===== src/rtl/tmr_chan_pkg.sv =====
package tmr_chan_pkg;

    typedef enum logic {
        CLR_IDLE,
        CLR_ARMED
    } clr_state_e;

    typedef enum logic {
        LVL_LOW,
        LVL_HIGH
    } out_lvl_e;

    typedef enum logic [1:0] {
        ELS_OFF = 2'b00,
        ELS_A   = 2'b01,
        ELS_B   = 2'b10,
        ELS_AB  = 2'b11
    } els_e;

    typedef struct packed {
        logic ie;
        logic msb;
        logic msa;
        els_e els;
        logic tov;
        logic maxd;
    } ctrl_t;

    localparam int unsigned SC_W     = 8;
    localparam int unsigned FLAG_BIT = SC_W - 1;

endpackage


===== src/rtl/tmr_chan_edge.sv =====
module tmr_chan_edge
    import tmr_chan_pkg::*;
(
    input  logic clk,
    input  logic rst_n,
    input  logic pin_in,
    input  logic en,
    input  els_e els,
    output logic hit
);

    logic pin_d;
    logic rise;
    logic fall;
    logic sel;

    always_ff @(posedge clk or negedge rst_n) begin
        if (!rst_n) pin_d <= 1'b0;
        else        pin_d <= pin_in;
    end

    assign rise = pin_in & ~pin_d;
    assign fall = ~pin_in & pin_d;

    always_comb begin
        unique case (els)
            ELS_OFF: sel = 1'b0;
            ELS_A:   sel = rise;
            ELS_B:   sel = fall;
            ELS_AB:  sel = rise | fall;
        endcase
    end

    assign hit = en & sel;

endmodule


===== src/rtl/tmr_chan_flag.sv =====
module tmr_chan_flag
    import tmr_chan_pkg::*;
(
    input  logic clk,
    input  logic rst_n,
    input  logic evt,
    input  logic rd,
    input  logic wr,
    input  logic wbit,
    output logic flag,
    output logic armed
);

    clr_state_e state_q;
    clr_state_e state_d;
    logic       flag_q;
    logic       do_clear;

    // state register
    always_ff @(posedge clk or negedge rst_n) begin
        if (!rst_n) state_q <= CLR_IDLE;
        else        state_q <= state_d;
    end

    // next state: arm / cancel / consume
    always_comb begin
        state_d = state_q;
        unique case (state_q)
            CLR_IDLE: begin
                if (rd && flag_q && !evt) state_d = CLR_ARMED;
            end
            CLR_ARMED: begin
                if (evt || wr) state_d = CLR_IDLE;
            end
        endcase
    end

    assign do_clear = (state_q == CLR_ARMED) && wr && !wbit && !evt;

    // outputs
    always_ff @(posedge clk or negedge rst_n) begin
        if (!rst_n)        flag_q <= 1'b0;
        else if (evt)      flag_q <= 1'b1;
        else if (do_clear) flag_q <= 1'b0;
    end

    assign flag  = flag_q;
    assign armed = (state_q == CLR_ARMED);

endmodule


===== src/rtl/tmr_chan_out.sv =====
module tmr_chan_out
    import tmr_chan_pkg::*;
(
    input  logic clk,
    input  logic rst_n,
    input  logic active,
    input  els_e els,
    input  logic tov,
    input  logic maxd,
    input  logic cmp_hit,
    input  logic ovf,
    output logic pin_out
);

    out_lvl_e lvl_q;
    out_lvl_e lvl_d;

    function automatic out_lvl_e flip(input out_lvl_e l);
        return (l == LVL_HIGH) ? LVL_LOW : LVL_HIGH;
    endfunction

    // state register
    always_ff @(posedge clk or negedge rst_n) begin
        if (!rst_n) lvl_q <= LVL_LOW;
        else        lvl_d_apply: lvl_q <= lvl_d;
    end

    // next state: a match action has priority over an overflow toggle
    always_comb begin
        lvl_d = lvl_q;
        if (active && cmp_hit && (els != ELS_OFF)) begin
            unique case (els)
                ELS_A:   lvl_d = flip(lvl_q);
                ELS_B:   lvl_d = LVL_LOW;
                ELS_AB:  lvl_d = LVL_HIGH;
                default: lvl_d = lvl_q;
            endcase
        end else if (active && ovf && tov) begin
            lvl_d = flip(lvl_q);
        end
    end

    // outputs
    always_comb begin
        pin_out = active && (els != ELS_OFF) && (maxd || (lvl_q == LVL_HIGH));
    end

endmodule


===== src/rtl/tmr_chan.sv =====
module tmr_chan
    import tmr_chan_pkg::*;
#(
    parameter int unsigned CNT_W   = 16,
    parameter bit          HAS_MSB = 1'b1
) (
    input  logic             clk,
    input  logic             rst_n,
    input  logic [CNT_W-1:0] cnt_val,
    input  logic             cnt_ovf,
    input  logic             pin_in,
    input  logic             sc_rd,
    input  logic             sc_wr,
    input  logic [7:0]       sc_wdata,
    output logic [7:0]       sc_rdata,
    input  logic             val_wr,
    input  logic [CNT_W-1:0] val_wdata,
    output logic [CNT_W-1:0] val_rdata,
    output logic             pin_out,
    output logic             irq
);

    ctrl_t            ctrl_q;
    ctrl_t            ctrl_wr;
    logic [CNT_W-1:0] val_q;
    logic             is_cmp;
    logic             cap_hit;
    logic             cmp_hit;
    logic             evt;
    logic             flag;
    logic             armed;

    always_comb begin
        ctrl_wr = ctrl_t'(sc_wdata[FLAG_BIT-1:0]);
        if (!HAS_MSB) ctrl_wr.msb = 1'b0;
    end

    always_ff @(posedge clk or negedge rst_n) begin
        if (!rst_n)     ctrl_q <= '0;
        else if (sc_wr) ctrl_q <= ctrl_wr;
    end

    assign is_cmp = ctrl_q.msb | ctrl_q.msa;

    tmr_chan_edge u_edge (
        .clk    (clk),
        .rst_n  (rst_n),
        .pin_in (pin_in),
        .en     (!is_cmp),
        .els    (ctrl_q.els),
        .hit    (cap_hit)
    );

    // a capture has priority over a bus write of the value register
    always_ff @(posedge clk or negedge rst_n) begin
        if (!rst_n)       val_q <= '0;
        else if (cap_hit) val_q <= cnt_val;
        else if (val_wr)  val_q <= val_wdata;
    end

    assign cmp_hit = is_cmp && (cnt_val == val_q);
    assign evt     = cap_hit | cmp_hit;

    tmr_chan_flag u_flag (
        .clk   (clk),
        .rst_n (rst_n),
        .evt   (evt),
        .rd    (sc_rd),
        .wr    (sc_wr),
        .wbit  (sc_wdata[FLAG_BIT]),
        .flag  (flag),
        .armed (armed)
    );

    tmr_chan_out u_out (
        .clk     (clk),
        .rst_n   (rst_n),
        .active  (is_cmp),
        .els     (ctrl_q.els),
        .tov     (ctrl_q.tov),
        .maxd    (ctrl_q.maxd),
        .cmp_hit (cmp_hit),
        .ovf     (cnt_ovf),
        .pin_out (pin_out)
    );

    assign sc_rdata  = {flag, ctrl_q};
    assign val_rdata = val_q;
    assign irq       = flag & ctrl_q.ie;

endmodule


===== config.mk =====
export PLATFORM = sky130hd
export DESIGN_NAME = tmr_chan
export DESIGN_NICKNAME = d
export VERILOG_FILES = /design/src/rtl/tmr_chan_pkg.sv /design/src/rtl/tmr_chan_edge.sv /design/src/rtl/tmr_chan_flag.sv /design/src/rtl/tmr_chan_out.sv /design/src/rtl/tmr_chan.sv
export SDC_FILE = /design/constraint.sdc
export NUM_CORES = 1
export LEC_CHECK = 0
export BUFFER_PORTS_ARGS = -buffer_cell sky130_fd_sc_hd__buf_2
export CORE_UTILIZATION = 46
export CTS_CLUSTER_SIZE = 14
export DETAILED_ROUTE_END_ITERATION = 10
export GPL_TIMING_DRIVEN = 0
export PLACE_DENSITY = 0.87
export SKIP_CTS_REPAIR_TIMING = 1
export SLEW_MARGIN = 0
export SYNTH_ARGS = -nofsm -noshare
export SYNTH_HDL_FRONTEND = slang
export SYNTH_SLANG_ARGS = --single-unit

===== constraint.sdc =====
create_clock -name clk -period 1.65 [get_ports clk]
set_input_delay 0.0825 -clock clk [delete_from_list [all_inputs] [get_ports clk]]
set_output_delay 0.0825 -clock clk [all_outputs]
set_load 0.005 [all_outputs]

==> impl_results.md, run 1 <==
* Status: finished with violations
* Failing checks: negative hold slack
* Final-report setup violation count at 0
* Cell Area, Placed at 1920 um^2
* Clock-pin slew on the worst setup and hold paths at 140 ps
* Post-Synth Simple-Gate Area at 12.9%
* Synth-to-Final Area Change at 43.5%
* CP endpoint kind: register
* Final min period at 1570 ps
* Worst skew pair latency at 320 ps
* Share of layout cells above drive strength 1 at 38.8%
* GP Congestion at 0.743
* Vert. Die Dim at 59.3 um
* Final period util at 95.3%
* Row count at 20
* Fin util at 70.4%
* Total Die Area at 3520 um^2
* Worst EP arrival at 1820 ps
* Num CTS Buffers at 3
* Final Hold Vio Count at 2
* Synth warn at 0
* Sink Count at 27
* Total gr overflow at 0
* CTS tree: done
* Hold slack at -19.9 ps
* Drt pass-1 iters at 4
* Root buf cell: clkbuf_4
* Maximum capacitance violations at 0
* I/O Pins at 73
* Avg Cell Area, Syn at 10.4 um^2
* Dpl hpwl at 2.65 mm
* Antenna violations before repair at 0
* Pwr Density at 818 nW/um^2
* Post-route cell area at 2170 um^2
* Clock skew at 6.39 ps
* Adder-cell share of the synthesized area at 1.66%
* Drt drc at 0
* Vias per Instance at 5.00
* HP Class: primary input to register
* Slew Limit Fails at 0
* Largest net degree at the start of global routing at 28
* Routed length per placed instance at 13.2 um
* Synth Area in XOR/XNOR at 9.85%
* Routed Antenna Nets at 0
* Worst-path fanout max at 10
* Post-synth cell types at 31
* CTS max path bufs at 2
* Number of fillers in the final layout at 244
* Tightest Pin Transition at 598 ps
* Global-route wire length before repair at 5.79 mm
* Final wirelength at 3.79 mm
* Die W at 59.3 um
* Main combinational cell family by area after synthesis: multiplexers
* Gr usage total at 21.9%
* Synthesized cell area at 1510 um^2
* Mapped Nets at 195
* Flop pwr share at 50.1%
* Crit start category: register
* Relative slew slack at 60.2%
* Combinational Power Share at 34.1%
* RSZ-0062 raised after global routing: yes
* Crit path required time at 1900 ps
* Crit Path Class: register to register
* Vias in the first global route at 1323
* Starting Density at 49.1%
* Max Freq at 0.636 GHz
* DRT iter0 DRCs at 65
* IO Port Bufs at 70
* Internal power at 0.00122 W
* Compound-cell area share of the yosys netlist at 9.93%
* # nets final at 292
* Leak at 1.03 nW
* P_sw at 0.000556 W
* Peak supply drop at 606 uV
* Sw Share at 31.3%
* Post-synthesis mux area share at 15.8%
* Routed via count at 1429
* #FFs+latches synth at 27
* Clock share of power at 15.9%
* Synthesized instance count at 146
* Core area at 3080 um^2
* Ant. Diodes at 0
* Sequential fraction of the synthesis area at 44.7%
* CTS HTree Levels at 1
[worst max-delay path, stage by stage (launching register included)]
cell,delay [ps]
dfrtp_1,420
ha_1,280
nand2_1,70
o211ai_1,140
a21boi_4,290
buf_6,190
nand2_1,50
o21ai_0,70
[layout make-up]
| type | count | area (um^2) | share of cell area [%] |
|---|---|---|---|
| clock buffers | 4 | 26.3 | 1.21 |
| multi-input cells | 106 | 758 | 35.0 |
| repair buffers | 92 | 566 | 26.1 |
| inverters | 4 | 15.0 | 0.692 |
| well taps | 44 | 55.1 | 2.54 |
| flip-flops and latches | 27 | 676 | 31.2 |
| plain buffers | 9 | 72.6 | 3.35 |
[state kept, by name (all words and copies together), names as in the netlist]
name	flops
u_flag.armed	1
u_flag.flag	1
val_rdata	16
u_out.lvl_q	1
sc_rdata	7
u_edge.pin_d	1
[worst paths after layout]
kind | startpoint | endpoint | slack, ps | cells after the start
setup / recovery | u_edge.pin_d | val_rdata[2] | 80 | 7
hold / removal | cnt_val[5] | val_rdata[5] | -20 | 3
setup reg to reg | u_edge.pin_d | val_rdata[2] | 80 | 7
hold reg to reg | sc_rdata[6] | sc_rdata[6] | 540 | 1
max in group asynchronous | rst_n | u_flag.flag | 970 | 2
min in group asynchronous | rst_n | val_rdata[2] | 290 | 2
[layout by cell type (no fill, tap or decap), drive strengths merged]
master / instances
dlygate4sd3: 20
a21boi: 2
mux2i: 16
nor3: 1
mux2: 7
nor4: 2
a211oi: 1
nand2: 23
dfrtp: 27
and2: 1
buf: 80
o21ai: 18
o22ai: 1
xor2: 3
nor4b: 1
inv: 4
nand3b: 2
xnor2: 14
a21oi: 1
clkbuf: 5
nand4: 4
o211ai: 1
nand4b: 1
nor2: 3
nand3: 2
ha: 2
[power by group through the flow]
| stage | clock (W) | sequential, W | combinational (W) |
|---|---|---|---|
| detailed placement | 0 | 0.000902 | 0.000556 |
| global placement | 0 | 0.000896 | 0.000541 |
| floorplan | 0 | 0.000892 | 0.000318 |
| CTS | 0.000293 | 0.000889 | 0.000558 |
| finish | 0.000281 | 0.000889 | 0.000604 |
| global route | 0.000314 | 0.000911 | 0.000674 |
[cells in the mapped netlist, drive strengths merged]
cell | number | area share, %
nor4 | 2 | 1.2
nand4b | 1 | 0.58
nand4 | 4 | 1.7
mux2 | 7 | 5.2
nand2 | 23 | 5.7
inv | 4 | 0.99
ha | 2 | 1.7
o22ai | 1 | 0.41
xor2 | 3 | 1.7
nor2 | 3 | 0.74
a21boi | 2 | 1.7
buf | 7 | 3.6
nor3 | 1 | 0.33
a21oi | 1 | 0.33
dfrtp | 27 | 45
xnor2 | 14 | 8.1
mux2i | 16 | 11
a211oi | 1 | 0.50
nor4b | 1 | 0.58
nand3 | 2 | 0.66
and2 | 1 | 0.41
nand3b | 2 | 0.99
clkbuf | 2 | 0.58
o21ai | 18 | 6.5
o211ai | 1 | 0.50
[cell families after synthesis]
kind of cell	Yosys count
AND/OR/NAND/NOR	40
XOR/XNOR	17
buffers and inverters	13
AO/OA/AOI/OAI	24
adder cells (fa/ha/maj)	2
multiplexers	23
flip-flops	27
[per-layer routing]
| metal | wire length (um) | GRT usage, % |
|---|---|---|
| met5 | 0 | 0 |
| met4 | 19 | 4.08 |
| met3 | 263 | 5.90 |
| met2 | 1900 | 37.7 |
| met1 | 1600 | 27.6 |
[per-stage QoR]
step | hold slack, ps | TNS (ps) | setup WS [ps] | total power, W | cells
6_report | -19.9 | 0 | 77.3 | 0.00177 | 286
5_1_grt | -4.42 | -25.0 | -8.17 | 0.00190 | 286
4_1_cts | -241 | -66.2 | -14.8 | 0.00174 | 264
3_5_place_dp | 126 | 0 | 18.9 | 0.00146 | 260
3_3_place_gp | 120 | 0 | 46.1 | 0.00144 | 260
2_1_floorplan | -213 | 0 | 241 | 0.00121 | 146
(Power assumes the default switching activity.)
==> run 2, diff against run 1 <==
--- a/config.mk
+++ b/config.mk
@@ -5,8 +5,9 @@
 export SDC_FILE = /design/constraint.sdc
 export NUM_CORES = 1
 export LEC_CHECK = 0
+export ABC_AREA = 1
 export BUFFER_PORTS_ARGS = -buffer_cell sky130_fd_sc_hd__buf_2
-export CORE_UTILIZATION = 46
+export CORE_UTILIZATION = 47
 export CTS_CLUSTER_SIZE = 14
 export DETAILED_ROUTE_END_ITERATION = 10
 export GPL_TIMING_DRIVEN = 0
==> impl_results.md, run 2 <==
* Placed insts at 320
* Max Freq at 0.634 GHz
* Total Die Area at 3750 um^2
* Post-synth EDFFs at 0
* Tightest Pin Transition at 611 ps
* Relative slew slack at 59.3%
* Synth warn at 0
* #FFs+latches synth at 27
* Crit start category: register
* Largest net degree at the start of global routing at 28
* Final min period at 1580 ps
* Hold slack at -2.36 ps
* Status: finished with violations
* Leak at 1.31 nW
* Most common cell after layout, fill and taps aside: buf_2
* Synth-to-Final Area Change at 47.8%
* Die W at 61.2 um
* Clock skew at 4.68 ps
* Row count at 21
* Final Hold Vio Count at 1
* Cell Area, Placed at 2060 um^2
* # nets final at 354
* IO Port Bufs at 71
* Vert. Die Dim at 61.2 um
* Drt drc at 0
* Synthesized instance count at 203
* Mapped Nets at 252
* Drt pass-1 iters at 4
* CP endpoint kind: register
* Crit Path Class: register to register
* Global-route wire length before repair at 6.08 mm
* Vias in the first global route at 1455
* Routed length per placed instance at 12.6 um
* Avg Cell Area, Syn at 8.12 um^2
* Slew Limit Fails at 0
* Root buf cell: clkbuf_4
* Final-report setup violation count at 0
* Most common cell in the netlist: nand2_1
* Core area at 3340 um^2
* Antenna violations before repair at 0
* Dpl hpwl at 3.06 mm
* Number of fillers in the final layout at 243
* DRT iter0 DRCs at 51
* RSZ-0062 raised after global routing: yes
* Worst skew pair latency at 320 ps
* Most frequent cells after synthesis: 48 x nand2_1, 36 x inv_1, 30 x nand3_1
* Area leader, netlist: dfrtp_1
* Vias per Instance at 4.95
* Final wirelength at 4.40 mm
* Synth area leaders: dfrtp_1 41%, nand2_1 11%, nand3_1 9.1%
* Async set-reset flop share out of synthesis at 100%
* Clock-pin slew on the worst setup and hold paths at 140 ps
* Total gr overflow at 0
* Failing checks: negative hold slack
* Worst-path fanout max at 9
* Top cell type's share of synthesized area at 41.0%
* Gr usage total at 22.4%
* Fin util at 73.0%
* Post-synth cell types at 24
* Final period util at 95.6%
* Maximum capacitance violations at 0
* Share of layout cells above drive strength 1 at 37.5%
* Crit path required time at 1900 ps
* Post-route cell area at 2440 um^2
* I/O Pins at 73
* Num CTS Buffers at 3
* Routed via count at 1732
* Starting Density at 49.4%
* Synth Flop Type: dfrtp_1
* GP Congestion at 0.769
* Peak supply drop at 432 uV
* Sequential fraction of the synthesis area at 41.0%
* Ant. Diodes at 0
* CTS HTree Levels at 1
* Commonest cells after routing, fill and taps aside: 71 x buf_2, 48 x nand2_1, 36 x inv_1
* Routed Antenna Nets at 0
* Total power at 0.00182 W
* HP Class: primary input to register
* Post-Layout Cell Count at 350
* Sink Count at 27
* Max reg flops at 16
* Synthesized cell area at 1650 um^2
* CTS max path bufs at 2
* Worst EP arrival at 1830 ps
* CTS tree: done
* Pwr Density at 748 nW/um^2
-- run 2: cell types whose count changed in the layout (fill, tap and decap cells not counted), sizes merged, moves of 3 or more --
cell | before | now
inv | 4 | 37
nand2 | 23 | 52
nand3 | 2 | 30
mux2i | 16 | 0
o221ai | 0 | 13
xnor2 | 14 | 2
o21ai | 18 | 7
nor2 | 3 | 11
clkbuf | 5 | 10
buf | 80 | 84
mux2 | 7 | 3
dlygate4sd3 | 20 | 17
xor2 | 3 | 0
-- run 2: metrics by stage --
step | worst slack, ps | setup TNS (ps)
6_report | 72.7 | 0
5_1_grt | -35.8 | -170
4_1_cts | -1.31 | -1.31
3_5_place_dp | 16.3 | 0
3_3_place_gp | 65.3 | 0
2_1_floorplan | 185 | 0
-- run 2: layout make-up --
| type | instances | area (um^2) | area share (%) |
|---|---|---|---|
| multi-input cells | 129 | 797 | 32.7 |
| flip-flops and latches | 27 | 676 | 27.7 |
| repair buffers | 97 | 646 | 26.5 |
| inverters | 37 | 139 | 5.70 |
| plain buffers | 10 | 95.1 | 3.90 |
| well taps | 46 | 57.6 | 2.36 |
| clock buffers | 4 | 26.3 | 1.08 |
-- run 2: path summary, 6_finish.rpt --
check	from	end	slack, ps	cells past startpoint
min reg2reg	sc_rdata[6]	sc_rdata[6]	560	1
min in group asynchronous	rst_n	val_rdata[7]	290	2
max reg2reg	u_edge.pin_d	val_rdata[0]	70	8
max	u_edge.pin_d	val_rdata[0]	70	8
min	val_wdata[9]	val_rdata[9]	-2	3
max in group asynchronous	rst_n	val_rdata[0]	970	2
-- run 2: power by group --
group	internal, W	total, W	switching [W]
clock	0.0000946	0.000286	0.000191
combinational	0.000353	0.000682	0.000329
sequential	0.000769	0.000855	0.0000865
-- run 2: per-layer routing --
layer	vias to the layer above	wire [um]	global-route usage (%)
met5	-	0	0
met4	0	25	7.14
met3	2	156	2.52
met2	49	2300	40.4
met1	813	1910	27.8
li1	868	-	-
-- run 2: cell families (layout without fill, tap and decap cells) --
group,Yosys count,count (layout),synth area share (%)
muxes,3,3,2.05
and+or+nand+nor,99,99,27.3
DFF,27,27,41.0
xor gates and xnor gates,2,2,1.06
adders and majority gates,2,2,1.52
AOI/OAI and AO/OA,23,23,14.0
buffers and inverters,47,148,13.0
-- run 2: critical path, stage by stage (launching register included) --
cell	delay [ps]
dfrtp_1	430
ha_4	280
a21oi_2	40
o21ai_1	90
nand2_2	130
nand2_8	160
nand2_8	90
clkbuf_16	170
o211ai_2	120
==> run 3, diff against run 2 <==
--- a/config.mk
+++ b/config.mk
@@ -12,6 +12,7 @@
 export DETAILED_ROUTE_END_ITERATION = 10
 export GPL_TIMING_DRIVEN = 0
 export PLACE_DENSITY = 0.87
+export REMOVE_ABC_BUFFERS = 1
 export SKIP_CTS_REPAIR_TIMING = 1
 export SLEW_MARGIN = 0
 export SYNTH_ARGS = -nofsm -noshare
==> impl_results.md, run 3 (same netlist as run 2, synthesis figures left out) <==
* Clock skew at 22.0 ps
* Placed insts at 311
* Worst-path fanout max at 7
* CP max stage delay at 440 ps
* Final Hold Vio Count at 4
* Hold slack at -14.4 ps
* Tightest Pin Transition at 601 ps
* Met1 usage at 26.2%
* GR Layer Usage met2 at 31.8%
* Hold path depth at 3
* Worst EP arrival at 1770 ps
* Most common cell after layout, fill and taps aside: buf_2
* Vias per Instance at 5.04
* Root buf cell: clkbuf_4
* GP Congestion at 0.796
* Crit path required time at 1860 ps
* Relative slew slack at 60.0%
* Synth-to-Final Area Change at 40.1%
* Worst skew pair latency at 340 ps
* Starting Density at 49.4%
* HP Class: primary input to register
* Failing checks: negative hold slack
* Drt drc at 0
* CP dominant cell by count: nand2_8
* Total gr overflow at 0
* Ant. Diodes at 0
* Clock-pin slew on the worst setup and hold paths at 170 ps
* Maximum capacitance violations at 0
* Commonest cells after routing, fill and taps aside: 72 x buf_2, 48 x nand2_1, 35 x inv_1
* Gr usage total at 19.2%
* Die W at 61.2 um
* I/O Pins at 73
* Max reg flops at 16
* Area of the multi-input gates at 865 um^2
* Antenna violations before repair at 0
* Slowest cell on crit path: dfrtp_1
* Core area at 3340 um^2
* Num CTS Buffers at 3
* Number of fillers in the final layout at 290
* CP endpoint kind: register
* Status: finished with violations
* Drt pass-1 iters at 4
* Final-report setup violation count at 0
* Leak at 1.22 nW
* Global route hottest layer: met2
* Max Freq at 0.639 GHz
* Register area at 676 um^2
* Post-route cell area at 2310 um^2
* Routed length per placed instance at 12.8 um
* Routed via count at 1698
* Share of layout cells above drive strength 1 at 36.4%
* Met3 Track Usage GR at 3.57%
* Pwr Density at 772 nW/um^2
* Largest net degree at the start of global routing at 35
* CTS HTree Levels at 1
* Crit start category: register
* CTS tree: done
* Crit-path cells: ha_4 -> a21oi_2 -> o21ai_2 -> nand2_4 -> nand2_8 -> nand2_8 -> o221ai_1
* Final wirelength at 4.30 mm
* Peak supply drop at 386 uV
* Final period util at 94.9%
* Total Neg Setup Slack at 0 ps
* Routed Antenna Nets at 0
* IO Port Bufs at 72
* Sink Count at 27
* Row count at 21
* Total Die Area at 3750 um^2
* Slew Limit Fails at 0
* # nets final at 341
* Vias in the first global route at 1297
* Post-Layout Cell Count at 337
* Reg2reg path depth at 7
* CTS max path bufs at 2
* Cell Area, Placed at 1990 um^2
* Crit Path Class: register to register
* DRT iter0 DRCs at 80
* Dpl hpwl at 2.63 mm
* Vert. Die Dim at 61.2 um
* Final min period at 1570 ps
* Global-route wire length before repair at 5.37 mm
run 3: changes by cell type in the layout (fill, tap and decap cells not counted), sizes merged:
cell	delta
buf	-11
inv	-1
nand2	+4
clkbuf	-7
clkinvlp	+2
run 3: per-stage QoR:
step	setup WS [ps]	total power, W	util (%)	hold slack (ps)
floorplan	46.9	0.00116	-	-213
global placement	-158	0.00138	59.7	123
detailed placement	-189	0.00140	59.7	128
CTS	-235	0.00170	60.6	-256
global route	-12.1	0.00190	69.2	1.69
finish	84.9	0.00178	69.2	-14.4
run 3: cell type report:
class,instances,share of cell area (%)
tap,46,2.49
multi-input combinational,133,37.5
clock inverter,1,0.325
timing repair buffer,90,23.3
inverter,37,6.18
sequential,27,29.3
clock buffer,3,0.976
run 3: report_power, final:
| part | total [W] | internal (W) | switching (W) | leakage, nW |
|---|---|---|---|---|
| Combinational | 0.000627 | 0.000291 | 0.000336 | 0.882 |
| Sequential | 0.000851 | 0.000769 | 0.0000823 | 0.326 |
| Clock | 0.000304 | 0.0000927 | 0.000212 | 0.0139 |
| Total | 0.00178 | 0.00115 | 0.000630 | 1.22 |
run 3: worst max-delay path: cells and delay by family, from the launching register on:
family,cells,cell delay [ps]
adder cells (fa/ha/maj),1,230
AND/OR/NAND/NOR,3,440
flip-flops,1,440
AO/OA/AOI/OAI,3,320
run 3: path summary, 6_finish.rpt:
| check | start | endpoint | slack (ps) |
|---|---|---|---|
| max | u_edge.pin_d | val_rdata[1] | 80 |
| min reg2reg | sc_rdata[0] | sc_rdata[0] | 550 |
| min | val_wdata[11] | val_rdata[11] | -10 |
| max in group asynchronous | rst_n | val_rdata[9] | 970 |
| min in group asynchronous | rst_n | sc_rdata[6] | 260 |
| max reg2reg | u_edge.pin_d | val_rdata[1] | 80 |
run 3: layer usage:
layer	share of wire (%)	wire, um
met3	5.0	216
met2	50	2140
met4	1.3	56
met1	44	1890
met5	0	0
